===== src/rtl/rx_byte_queue.sv =====
module rx_byte_queue #(
  parameter int DEPTH = 4,
  parameter int WIDTH = 8
) (
  input  logic             clk,
  input  logic             rst_n,
  input  logic             rx_en,
  input  logic             push_valid,
  input  logic [WIDTH-1:0] push_data,
  input  logic             brk_evt,
  output logic             rx_ready,
  input  logic             pop,
  output logic [WIDTH-1:0] pop_data,
  input  logic             flush,
  input  logic             brk_clr,
  output logic             avail_flag,
  output logic             full_flag,
  output logic             brk_flag
);
  localparam int CW = $clog2(DEPTH + 1);
  localparam int AW = $clog2(DEPTH);

  logic [WIDTH-1:0] q     [DEPTH];
  logic [WIDTH-1:0] q_nxt [DEPTH];
  logic [CW-1:0]    cnt, cnt_pop, cnt_nxt;
  logic [AW-1:0]    slot;

  wire             do_push = push_valid | brk_evt;
  wire [WIDTH-1:0] in_byte = brk_evt ? '0 : push_data;
  wire             do_pop  = pop & (cnt != '0);
  wire             at_cap  = (cnt_pop == CW'(DEPTH));

  assign cnt_pop = cnt - CW'(do_pop);
  assign slot    = at_cap ? AW'(DEPTH - 1) : cnt_pop[AW-1:0];
  assign cnt_nxt = flush ? '0 : (do_push && !at_cap) ? cnt_pop + CW'(1) : cnt_pop;

  always_comb begin
    for (int i = 0; i < DEPTH - 1; i++) q_nxt[i] = do_pop ? q[i+1] : q[i];
    q_nxt[DEPTH-1] = q[DEPTH-1];
    if (do_push) q_nxt[slot] = in_byte;
  end

  always_ff @(posedge clk) begin
    if (!flush) q <= q_nxt;
  end

  always_ff @(posedge clk or negedge rst_n) begin
    if (!rst_n) begin
      cnt        <= '0;
      avail_flag <= 1'b0;
      full_flag  <= 1'b0;
      brk_flag   <= 1'b0;
    end else begin
      cnt        <= cnt_nxt;
      avail_flag <= cnt_nxt != '0;
      full_flag  <= cnt_nxt == CW'(DEPTH);
      if (brk_evt)      brk_flag <= 1'b1;
      else if (brk_clr) brk_flag <= 1'b0;
    end
  end

  assign pop_data = (cnt == '0) ? '0 : q[0];
  assign rx_ready = rx_en & ~full_flag;
endmodule



===== config.mk =====
export PLATFORM = sky130hd
export DESIGN_NAME = rx_byte_queue
export DESIGN_NICKNAME = d
export VERILOG_FILES = /design/src/rtl/rx_byte_queue.sv
export SDC_FILE = /design/constraint.sdc
export NUM_CORES = 1
export LEC_CHECK = 0
export ABC_AREA = 1
export BUFFER_PORTS_ARGS = -buffer_cell sky130_fd_sc_hd__clkbuf_2
export CAP_MARGIN = 20
export CORE_MARGIN = 2
export CORE_UTILIZATION = 57
export CTS_CLUSTER_DIAMETER = 50
export CTS_CLUSTER_SIZE = 24
export DETAILED_ROUTE_END_ITERATION = 16
export PLACE_DENSITY = 0.88
export RECOVER_POWER = 100
export SYNTH_ARGS = -nofsm -noshare
export SYNTH_HDL_FRONTEND = slang
export SYNTH_SLANG_ARGS = --single-unit

===== constraint.sdc =====
create_clock -name clk -period 3.4 [get_ports clk]
set_clock_uncertainty 0.2 [all_clocks]
set_input_delay 0.17 -clock clk [delete_from_list [all_inputs] [get_ports clk]]
set_output_delay 0.17 -clock clk [all_outputs]
set_load 0.03 [all_outputs]

==> impl_metrics.env <==
export IMPL_cp_end_kind="register"
export IMPL_dieArea_sq_um=4421
export IMPL_num_rows=22
export IMPL_total_leakage_power_nw=1.201
export IMPL_layout_nets=310
export IMPL_slew_headroom=0.2775
export IMPL_grt_first_pass_wirelength_mm=6.865
export IMPL_num_io_pins=28
export IMPL_p_clk_frac=0.174
export IMPL_finalSetupTns_ns=0
export IMPL_antenna_found_initial=0
export IMPL_wl_per_cell_microns=12.07
export IMPL_slowest_delay_ns=0.42
export IMPL_peakVddDrop_mv=0.6593
export IMPL_hold_violations=0
export IMPL_dr_pass1_iters=4
export IMPL_yosysSeqAreaShare=0.4992
export IMPL_p_sw_w=0.001099
export IMPL_synth_seq_cells=38
export IMPL_ant_nets=0
export IMPL_fin_crit_sh=0.8589
export IMPL_grt_usage=0.2119
export IMPL_numCtsBuffers=5
export IMPL_cts_tree="done"
export IMPL_multi_input_comb_area_sq_um=810.8
export IMPL_drtIter0Drc=150
export IMPL_p_sw_frac=0.4250
export IMPL_syn_area_sq_um=2226
export IMPL_cp_top_family="simple AND/OR/NAND/NOR gates"
export IMPL_worst_pin_slew_ns=1.084
export IMPL_worstHoldPathType="input port to register"
export IMPL_worstPathCellList="inv_1 -> nand3_1 -> nand2_2 -> inv_1 -> ha_1 -> ha_1 -> ha_1 -> nand3_1 -> nand2_1 -> inv_4 -> nand3_4 -> inv_1 -> nand2_1 -> nand2_2"
export IMPL_layout_drive_gt1_share=0.1592
export IMPL_combPwrFrac=0.491
export IMPL_crit_fanout=12
export IMPL_core_area_sq_um=3716
export IMPL_die_w_microns=66.49
export IMPL_cts_root_buf="clkbuf_8"
export IMPL_setup_viol_count_final=0
export IMPL_yosys_warnings=0
export IMPL_outcome="complete, no violations"
export IMPL_portBuffers=27
export IMPL_cts_max_path_buffers=2
export IMPL_rsz0062_at_grt="false"
export IMPL_n_fill_cell=317
export IMPL_path_buf_inv=4
export IMPL_dp_hpwl_mm=2.838
export IMPL_gp_congestion=0.8815
export IMPL_slowest_stage="ha_1"
export IMPL_die_height_microns=66.49
export IMPL_p_int_w=0.001487
export IMPL_clk_pin_slew_ns=0.07
export IMPL_crit_type="register to register"
export IMPL_power_w=0.002586
export IMPL_fmax_mhz=342.5
export IMPL_antennaDiodeCount=0
export IMPL_whs_ns=0.04222
export IMPL_grt_max_degree=43
export IMPL_maxCapViolations=0
export IMPL_seq_area_sq_um=1111
export IMPL_p_per_area_nw_per_um2=1045
export IMPL_htreeDepth=2
export IMPL_final_min_clock_period_ns=2.920
export IMPL_routed_wl_mm=4.066
export IMPL_post_cts_setup_buffers=0
export IMPL_synth_cell_types=23
export IMPL_start_util=0.5990
export IMPL_grt_pass1_vias=1540
export IMPL_critPathArrivalTime_ns=2.78
export IMPL_area_growth_pct=11.19
export IMPL_pwr_share_seq=0.336
export IMPL_gr_total_overflow=0
export IMPL_critPathLaunchType="register"
export IMPL_vias_per_cell=4.899
export IMPL_report_final_slew_viol_count=0
export IMPL_netlist_instances=255
export IMPL_clkLatencyLatePin_ns=0.29
export IMPL_synth_fp_nets=277
export IMPL_syn_avg_cell_area_sq_um=8.729
export IMPL_drc=0
export IMPL_worstPathRequired_ns=3.26
export IMPL_clock_sinks=38
export IMPL_vias=1651
## layout by cell type (no fill, tap or decap)
cell type,n
nor2_8,2
bufinv_16,2
clkbuf_1,17
edfxtp_1,32
or2_4,1
dlygate4sd3_1,2
a211oi_1,1
o21ai_0,34
nand2_2,12
nand2_1,70
nand3_4,1
clkinv_1,1
o21ai_2,6
nand3_1,9
inv_2,1
buf_4,1
clkbuf_8,5
ha_1,6
nor2_1,15
dfrtp_1,6
clkbuf_2,13
inv_4,2
inv_1,50
## synthesized netlist by cell type, drive strengths merged
cell,count,area [sq um]
dfrtp,6,150.1
edfxtp,32,960.9
or2,1,8.760
a211oi,1,7.510
nor2,17,96.34
ha,6,75.07
inv,53,204.0
clkbuf,1,3.750
buf,6,57.55
nand3,10,72.57
o21ai,40,241.5
nand2,82,347.8
## cell type report
class,instances,share of cell area
timing repair buffer,33,0.06320
inverter,53,0.08241
tap,48,0.02427
sequential,38,0.4489
clock buffer,5,0.02781
multi-input combinational,157,0.3276
clock inverter,3,0.02578
## repair_timing
item                                   4_1_cts  5_1_grt
hold buffers                                 2        0
endpoints found under the hold margin        7        0
setup endpoints to repair                    0        0
gates resized for setup                      0        0
## path summary, 6_finish.rpt
| path | slack, ns | end | from | depth (start not counted) |
|---|---|---|---|---|
| max in group asynchronous | 2.70 | cnt[1] | rst_n | 2 |
| min in group asynchronous | 0.06 | full_flag | rst_n | 2 |
| max | 0.48 | q[29] | cnt[2] | 14 |
| min | 0.04 | register | push_data[6] | 3 |
| max reg2reg | 0.48 | q[29] | cnt[2] | 14 |
| min reg2reg | 0.33 | brk_flag | brk_flag | 2 |
## per-layer routing
layer / track usage / wire (microns) / vias up
li1: - / - / 866
met1: 0.2798 / 1775 / 716
met2: 0.3225 / 1878 / 61
met3: 0.04223 / 333 / 8
met4: 0.1276 / 79 / 0
met5: 0 / 0 / -
## kinds of logic (layout without fill, tap and decap cells)
logic type | after synthesis | count (layout) | share of synthesized area
buffers and inverters | 60 | 94 | 0.1192
AND/OR/NAND/NOR | 110 | 110 | 0.2361
flip-flops | 38 | 38 | 0.4992
AO/OA/AOI/OAI | 41 | 41 | 0.1119
adder cells (fa/ha/maj) | 6 | 6 | 0.03373
## power groups by stage
stage	Combinational (W)	Sequential (W)	Clock (W)
after floorplan	0.00113	0.000878	0
after global placement	0.00129	0.000870	0
after detailed placement	0.00134	0.000878	0
after CTS	0.00136	0.000869	0.000453
after global routing	0.00144	0.000893	0.000470
final	0.00127	0.000868	0.000449
## worst reg2reg max path, cell delays in order (launching register included)
cell and delay, ns:
dfrtp_1 0.39, inv_1 0.08, nand3_1 0.12, nand2_2 0.09, inv_1 0.10, ha_1 0.20, ha_1 0.42, ha_1 0.22
nand3_1 0.15, nand2_1 0.22, inv_4 0.06, nand3_4 0.16, inv_1 0.14, nand2_1 0.10, nand2_2 0.04
## stage by stage
stage | instance area, sq um | worst slack [ns] | utilization | instances
after global routing | 2475 | 0.2797 | 0.6660 | 337
after detailed placement | 2390 | 0.6461 | 0.6431 | 327
after global placement | 2390 | 0.8515 | 0.6431 | 327
after CTS | 2542 | 0.6292 | 0.6842 | 337
after floorplan | 2226 | 0.5352 | - | 255
final | 2475 | 0.4799 | 0.6660 | 337
Power figures use the tool's default switching activity.
